$ cat src/rtl/dcw_pkg.sv
package dcw_pkg;

  typedef enum logic [2:0] {
    ST_IDLE,
    ST_CHECK,
    ST_ISSUE,
    ST_WAIT,
    ST_FETCH
  } walk_st_e;

  // link word fields
  localparam int LNK_CONT = 31;
  localparam int LNK_NEWSZ = 30;
  localparam int LNK_ACK = 29;
  localparam int LNK_OFF_HI = 15;
  localparam int LNK_OFF_LO = 2;

  // configuration register select codes
  localparam logic [2:0] CFG_CTRL = 3'd0;
  localparam logic [2:0] CFG_CHAIN = 3'd1;
  localparam logic [2:0] CFG_LINK = 3'd2;
  localparam logic [2:0] CFG_BASE = 3'd3;
  localparam logic [2:0] CFG_SIZE = 3'd4;

endpackage

$ cat src/rtl/dcw_align_chk.sv
module dcw_align_chk #(
  parameter int SIZE_ALIGN_LOG2 = 3
) (
  input  logic [31:0] buf_base,
  input  logic [31:0] buf_size,
  input  logic        is_last,
  output logic        fault
);
  logic size_bad;

  generate
    if (SIZE_ALIGN_LOG2 == 0) begin : g_no_size_rule
      assign size_bad = 1'b0;
    end else begin : g_size_rule
      assign size_bad = !is_last && (buf_size[SIZE_ALIGN_LOG2-1:0] != '0);
    end
  endgenerate

  assign fault = (buf_base[1:0] != 2'b00) || size_bad;
endmodule

$ cat src/rtl/dcw_desc_fetch.sv
module dcw_desc_fetch (
  input  logic        clk,
  input  logic        rst,
  input  logic        start,
  input  logic        abort,
  input  logic [31:0] desc_addr,
  output logic        rd_valid,
  input  logic        rd_ready,
  output logic [31:0] rd_addr,
  input  logic        rd_rvalid,
  input  logic [31:0] rd_rdata,
  output logic        desc_valid,
  output logic [31:0] desc_link,
  output logic [31:0] desc_base,
  output logic [31:0] desc_size
);
  localparam int WORDS = 3;

  logic [1:0] idx;
  logic       waiting;

  always_ff @(posedge clk) begin
    if (rst || abort) begin
      rd_valid   <= 1'b0;
      rd_addr    <= '0;
      waiting    <= 1'b0;
      idx        <= '0;
      desc_valid <= 1'b0;
    end else begin
      desc_valid <= 1'b0;
      if (start) begin
        rd_valid <= 1'b1;
        rd_addr  <= desc_addr;
        idx      <= '0;
        waiting  <= 1'b0;
      end else begin
        if (rd_valid && rd_ready) begin
          rd_valid <= 1'b0;
          waiting  <= 1'b1;
        end
        if (waiting && rd_rvalid) begin
          waiting <= 1'b0;
          case (idx)
            2'd0:    desc_link <= rd_rdata;
            2'd1:    desc_base <= rd_rdata;
            default: desc_size <= rd_rdata;
          endcase
          if (idx == 2'(WORDS - 1)) begin
            desc_valid <= 1'b1;
          end else begin
            idx      <= idx + 2'd1;
            rd_valid <= 1'b1;
            rd_addr  <= rd_addr + 32'd4;
          end
        end
      end
    end
  end

  p_rd_hold_r3: assert property (@(posedge clk) disable iff (rst)
    (rd_valid && !rd_ready && !abort && !start) |=> (rd_valid && $stable(rd_addr)));

  p_one_outstanding_r3: assert property (@(posedge clk) disable iff (rst)
    waiting |-> !rd_valid);
endmodule

$ cat src/rtl/dma_chain_walker.sv
module dma_chain_walker
  import dcw_pkg::*;
#(
  parameter int BYTES_W = 20,
  parameter int SIZE_ALIGN_LOG2 = 3
) (
  input  logic               clk,
  input  logic               rst,
  input  logic               cfg_we,
  input  logic [2:0]         cfg_addr,
  input  logic [31:0]        cfg_wdata,
  output logic               mv_valid,
  input  logic               mv_ready,
  output logic [31:0]        mv_addr,
  output logic [BYTES_W-1:0] mv_bytes,
  output logic               mv_ack,
  input  logic               mv_done,
  output logic               rd_valid,
  input  logic               rd_ready,
  output logic [31:0]        rd_addr,
  input  logic               rd_rvalid,
  input  logic [31:0]        rd_rdata,
  output logic               busy,
  output logic               list_done,
  output logic               err
);
  localparam int PAD_W = 32 - (LNK_OFF_HI + 1);

  walk_st_e    state;
  logic [31:0] r_chain, r_link, r_base, r_size;
  logic [31:0] cur_link, cur_base, cur_size;
  logic        chain_mode;
  logic        fetch_start;
  logic [31:0] fetch_addr;
  logic        desc_valid;
  logic [31:0] desc_link, desc_base, desc_size;
  logic        is_last, fault;
  logic        ctrl_wr, stop_req, start_req;

  assign ctrl_wr   = cfg_we && (cfg_addr == CFG_CTRL);
  assign stop_req  = ctrl_wr && (cfg_wdata == 32'd0);
  assign start_req = ctrl_wr && cfg_wdata[0] && (state == ST_IDLE);
  assign is_last   = !chain_mode || !cur_link[LNK_CONT];
  assign busy      = (state != ST_IDLE);

  dcw_align_chk #(.SIZE_ALIGN_LOG2(SIZE_ALIGN_LOG2)) u_align (
    .buf_base(cur_base),
    .buf_size(cur_size),
    .is_last (is_last),
    .fault   (fault)
  );

  dcw_desc_fetch u_fetch (
    .clk       (clk),
    .rst       (rst),
    .start     (fetch_start),
    .abort     (stop_req),
    .desc_addr (fetch_addr),
    .rd_valid  (rd_valid),
    .rd_ready  (rd_ready),
    .rd_addr   (rd_addr),
    .rd_rvalid (rd_rvalid),
    .rd_rdata  (rd_rdata),
    .desc_valid(desc_valid),
    .desc_link (desc_link),
    .desc_base (desc_base),
    .desc_size (desc_size)
  );

  always_ff @(posedge clk) begin
    if (rst) begin
      state       <= ST_IDLE;
      r_chain     <= '0;
      r_link      <= '0;
      r_base      <= '0;
      r_size      <= '0;
      cur_link    <= '0;
      cur_base    <= '0;
      cur_size    <= '0;
      chain_mode  <= 1'b0;
      fetch_start <= 1'b0;
      fetch_addr  <= '0;
      mv_valid    <= 1'b0;
      mv_addr     <= '0;
      mv_bytes    <= '0;
      mv_ack      <= 1'b0;
      list_done   <= 1'b0;
      err         <= 1'b0;
    end else begin
      list_done   <= 1'b0;
      fetch_start <= 1'b0;
      if (cfg_we) begin
        case (cfg_addr)
          CFG_CHAIN: r_chain <= cfg_wdata;
          CFG_LINK:  r_link  <= cfg_wdata;
          CFG_BASE:  r_base  <= cfg_wdata;
          CFG_SIZE:  r_size  <= cfg_wdata;
          default:   ;
        endcase
      end
      if (stop_req) begin
        state    <= ST_IDLE;
        mv_valid <= 1'b0;
      end else begin
        case (state)
          ST_IDLE: if (start_req) begin
            chain_mode <= cfg_wdata[1];
            cur_link   <= cfg_wdata[1] ? r_link : 32'd0;
            cur_base   <= r_base;
            cur_size   <= r_size;
            err        <= 1'b0;
            state      <= ST_CHECK;
          end
          ST_CHECK: if (fault) begin
            err   <= 1'b1;
            state <= ST_IDLE;
          end else begin
            mv_valid <= 1'b1;
            mv_addr  <= cur_base;
            mv_bytes <= cur_size[BYTES_W-1:0];
            mv_ack   <= chain_mode && cur_link[LNK_ACK];
            state    <= ST_ISSUE;
          end
          ST_ISSUE: if (mv_ready) begin
            mv_valid <= 1'b0;
            state    <= ST_WAIT;
          end
          ST_WAIT: if (mv_done) begin
            if (is_last) begin
              list_done <= 1'b1;
              state     <= ST_IDLE;
            end else begin
              fetch_start <= 1'b1;
              fetch_addr  <= r_chain +
                {{PAD_W{1'b0}}, cur_link[LNK_OFF_HI:LNK_OFF_LO], 2'b00};
              state       <= ST_FETCH;
            end
          end
          ST_FETCH: if (desc_valid) begin
            cur_link <= desc_link;
            cur_base <= desc_base;
            if (desc_link[LNK_NEWSZ]) cur_size <= desc_size;
            state    <= ST_CHECK;
          end
          default: state <= ST_IDLE;
        endcase
      end
    end
  end

  p_cmd_hold_r11: assert property (@(posedge clk) disable iff (rst)
    (mv_valid && !mv_ready && !stop_req) |=>
      (mv_valid && $stable(mv_addr) && $stable(mv_bytes) && $stable(mv_ack)));

  p_stop_quiet_r9: assert property (@(posedge clk) disable iff (rst)
    stop_req |=> (!mv_valid && !rd_valid && !busy));

  p_cmd_aligned_r7: assert property (@(posedge clk) disable iff (rst)
    mv_valid |-> (mv_addr[1:0] == 2'b00));

  p_single_nofetch_r2: assert property (@(posedge clk) disable iff (rst)
    (busy && !chain_mode) |-> !rd_valid);

  p_done_pulse_r5: assert property (@(posedge clk) disable iff (rst)
    list_done |=> !list_done);

  p_err_quiet_r7: assert property (@(posedge clk) disable iff (rst)
    err |-> !mv_valid);

  p_no_early_fetch_r4: assert property (@(posedge clk) disable iff (rst)
    mv_valid |-> !rd_valid);
endmodule

$ cat config.mk
export PLATFORM = sky130hd
export DESIGN_NAME = dma_chain_walker
export DESIGN_NICKNAME = d
export VERILOG_FILES = /design/src/rtl/dcw_pkg.sv /design/src/rtl/dcw_align_chk.sv /design/src/rtl/dcw_desc_fetch.sv /design/src/rtl/dma_chain_walker.sv
export SDC_FILE = /design/constraint.sdc
export NUM_CORES = 1
export LEC_CHECK = 0
export ABC_AREA = 1
export BUFFER_PORTS_ARGS = -buffer_cell sky130_fd_sc_hd__buf_2
export CORE_MARGIN = 2
export CORE_UTILIZATION = 45
export DETAILED_ROUTE_END_ITERATION = 10
export PLACE_DENSITY = 0.67
export SLEW_MARGIN = 20
export SYNTH_ARGS = -nofsm -noshare
export SYNTH_HDL_FRONTEND = slang
export SYNTH_SLANG_ARGS = --single-unit
$ cat constraint.sdc
create_clock -name clk -period 3.3 [get_ports clk]
set_clock_uncertainty 0.1 [all_clocks]
set_input_delay 0.165 -clock clk [delete_from_list [all_inputs] [get_ports clk]]
set_output_delay 0.165 -clock clk [all_outputs]
set_load 0.01 [all_outputs]
==> results.toml <==
[grt]
antenna_found_initial = 0
grt_pass1_vias = 13900
grt_pass1_wl_um = 77100
gr-total-overflow = 0
track_usage = 0.270
grt_max_degree = 93

[die]
rows = 68
die-area_sq_um = 36800
die_w_um = 192
ioPinCount = 164
die_h_um = 192
start_util = 0.459
coreArea_sq_um = 34600

[worst_hold_path]
hold_path_class = "input pin to flop"
whs_endpoint = "r_link[10]"
hp-start = "cfg_addr[1]"
hold_depth = 5

[synth]
synth_edf_count = 69
synthCells = 2112
synth_top_cell_by_area = "dfxtp_1"
ys_seq_area_frac = 0.506
synth.distinct_cells = 41
netlist_area_sq_um = 15900
yosysMostFrequentCell = "nor2_1"
ys_top_cells_by_area = "dfxtp_1, edfxtp_1, nor2_1"
synthTopCellsByCount = "nor2_1, nand2_1, dfxtp_1"
syn_avg_cell_area_sq_um = 7.53
ys.flop_type = "dfxtp_1"
yosysWarnings = 0
syn-num-nets = 2205
synth_async_sr_flop_share = 0
netlist.area_leader.share = 0.375
ys_ff_latch = 367

[cts]
cts_tree = "yes"
clk_pin_slew_ns = 0.06
numCtsBuffers = 41
post_cts_resize_count = 0
clock_sinks = 367
holdBufCountCts = 71
clk_path_buf_depth = 3
clockRootBuffer = "clkbuf_16"
cts_setup_buffers = 0
clk_latency_ns = 0.55
htreeDepth = 2

[worst_setup_path]
critPathLaunchType = "input pin"
worstPathMaxFanout = 17
worstSetupPathType = "input pin to flop"
reg2regPathDepth = 9
worstPathArrival_ns = 2.94
r2r_start = "state[0]"
r2r_slack_ns = 1.01
worstPathRequired_ns = 3.62
end_kind = "flop"
r2r-end = "cur_size[3]"

[placement]
numPortBuffers = 163
dpl.hpwl_um = 35200
gp_congestion = 0.991
post-place-cells = 2649
dp_slack_ns = 0.675

[power]
power_density_nw_per_um2 = 602
power_mw = 11.5
power.leakage_nw = 7.79
ir_drop_uv = 513

[finish]
fillers = 3249
drive_gt1_frac = 0.119
n_antenna_cell = 0
nets = 2401
final_cells = 2795
syn_to_final_growth_pct = 20.3

[route]
dr.pass1.iters = 7
vias = 14700
ant_nets = 0
via_per_inst = 5.26
wl_um = 49900
first_iter_violations = 1187
drt-wirelength-per-cell_um = 17.8
drc = 0

[timing]
fin_crit_ns = 2.62
final_max_slew_viol_count = 0
final.period_utilization = 0.794
whs_ns = 0.0450
fin_tns_setup_ns = 0
setup_violations = 0
worst_pin_slew_ns = 1.01
hold_violations = 0
rsz0062_at_grt = "false"
setup_slack_ns = 0.679
max_freq_mhz = 381
relSlewSlack = 0.325

[job]
max_cap_violations = 0

[run_status]
outcome = "complete, no violations"
## layout by cell type (no fill, tap or decap), types with 5 or more instances in the layout
cell / instances
nand2_1: 375
buf_2: 163
nor2_4: 5
o21ai_1: 34
dfxtp_1: 298
o21ai_0: 259
nand4_1: 27
a31oi_1: 6
clkbuf_16: 41
xnor2_1: 12
nor3_1: 17
a22oi_1: 17
inv_1: 153
ha_1: 18
dlygate4sd3_1: 71
xor2_1: 17
clkbuf_1: 14
inv_2: 7
clkbuf_8: 8
edfxtp_1: 69
nor2_2: 6
nor2_1: 474
a21oi_1: 123
buf_4: 24
nand3_1: 62
## cell type report
type	count	area [sq um]	share of cell area
Timing Repair Buffer	260	1750	0.0913
Tap cell	455	569	0.0298
Sequential cell	367	8040	0.420
Clock inverter	12	173	0.00903
Clock buffer	63	1190	0.0622
Multi-Input combinational cell	1476	6790	0.355
Inverter	162	616	0.0322
## power breakdown
part | switching [mW] | total, mW | internal, mW
registers | 0.232 | 5.19 | 4.96
logic | 1.10 | 1.74 | 0.638
clock network | 1.85 | 4.58 | 2.73
total | 3.18 | 11.5 | 8.33
## layer usage
| metal | vias up | GRT usage | routed length, um |
|---|---|---|---|
| met3 | 75 | 0.0344 | 3140 |
| met1 | 6831 | 0.372 | 22200 |
| met4 | 0 | 0.0917 | 1400 |
| met2 | 524 | 0.439 | 23100 |
| met5 | - | 0 | 0 |
| li1 | 7264 | - | - |
## metrics by stage
step | util | instance area, sq um
floorplan | - | 15900
global placement | 0.492 | 17100
detailed placement | 0.492 | 17100
CTS | 0.552 | 19100
global route | 0.552 | 19100
finish | 0.552 | 19100
## critical path: stages
cell,delay [ns]
dlygate4sd3_1,0.55
buf_2,0.14
nor2_1,0.34
nand2_1,0.11
nor2_1,0.29
nand3b_4,0.11
nor2_4,0.19
nor2_1,0.09
buf_4,0.19
inv_1,0.37
buf_4,0.33
a21oi_1,0.06
## flip-flops by register name, summed over array words and instances (netlist names), 2 cells and up
register	count
r_link	16
u_fetch.desc_base	32
u_fetch.rd_addr	32
cur_base	32
r_chain	32
state	3
u_fetch.desc_size	20
cur_size	20
u_fetch.idx	2
u_fetch.desc_link	17
r_base	32
r_size	20
fetch_addr	32
cur_link	16
mv_bytes	20
mv_addr	32
## worst max-delay path by stage
stage / to / cells past startpoint / start / slack, ns
floorplan: u_fetch.desc_size[0] / 9 / cfg_we / 0.52
global placement: u_fetch.rd_addr[9] / 11 / cfg_wdata[22] / 0.70
detailed placement: u_fetch.rd_addr[9] / 11 / cfg_wdata[22] / 0.68
CTS: u_fetch.rd_addr[9] / 12 / cfg_wdata[22] / 0.68
global route: u_fetch.rd_addr[8] / 12 / cfg_wdata[22] / 0.57
finish: u_fetch.rd_addr[26] / 12 / cfg_wdata[23] / 0.68
## cells by family after synthesis
kind of cell | share of synthesized area
AND/OR/NAND/NOR | 0.249
AO/OA/AOI/OAI | 0.145
flip-flops | 0.506
buffers and inverters | 0.0694
XOR/XNOR | 0.0160
adder cells (fa/ha/maj) | 0.0154
Power figures use the tool's default switching activity.
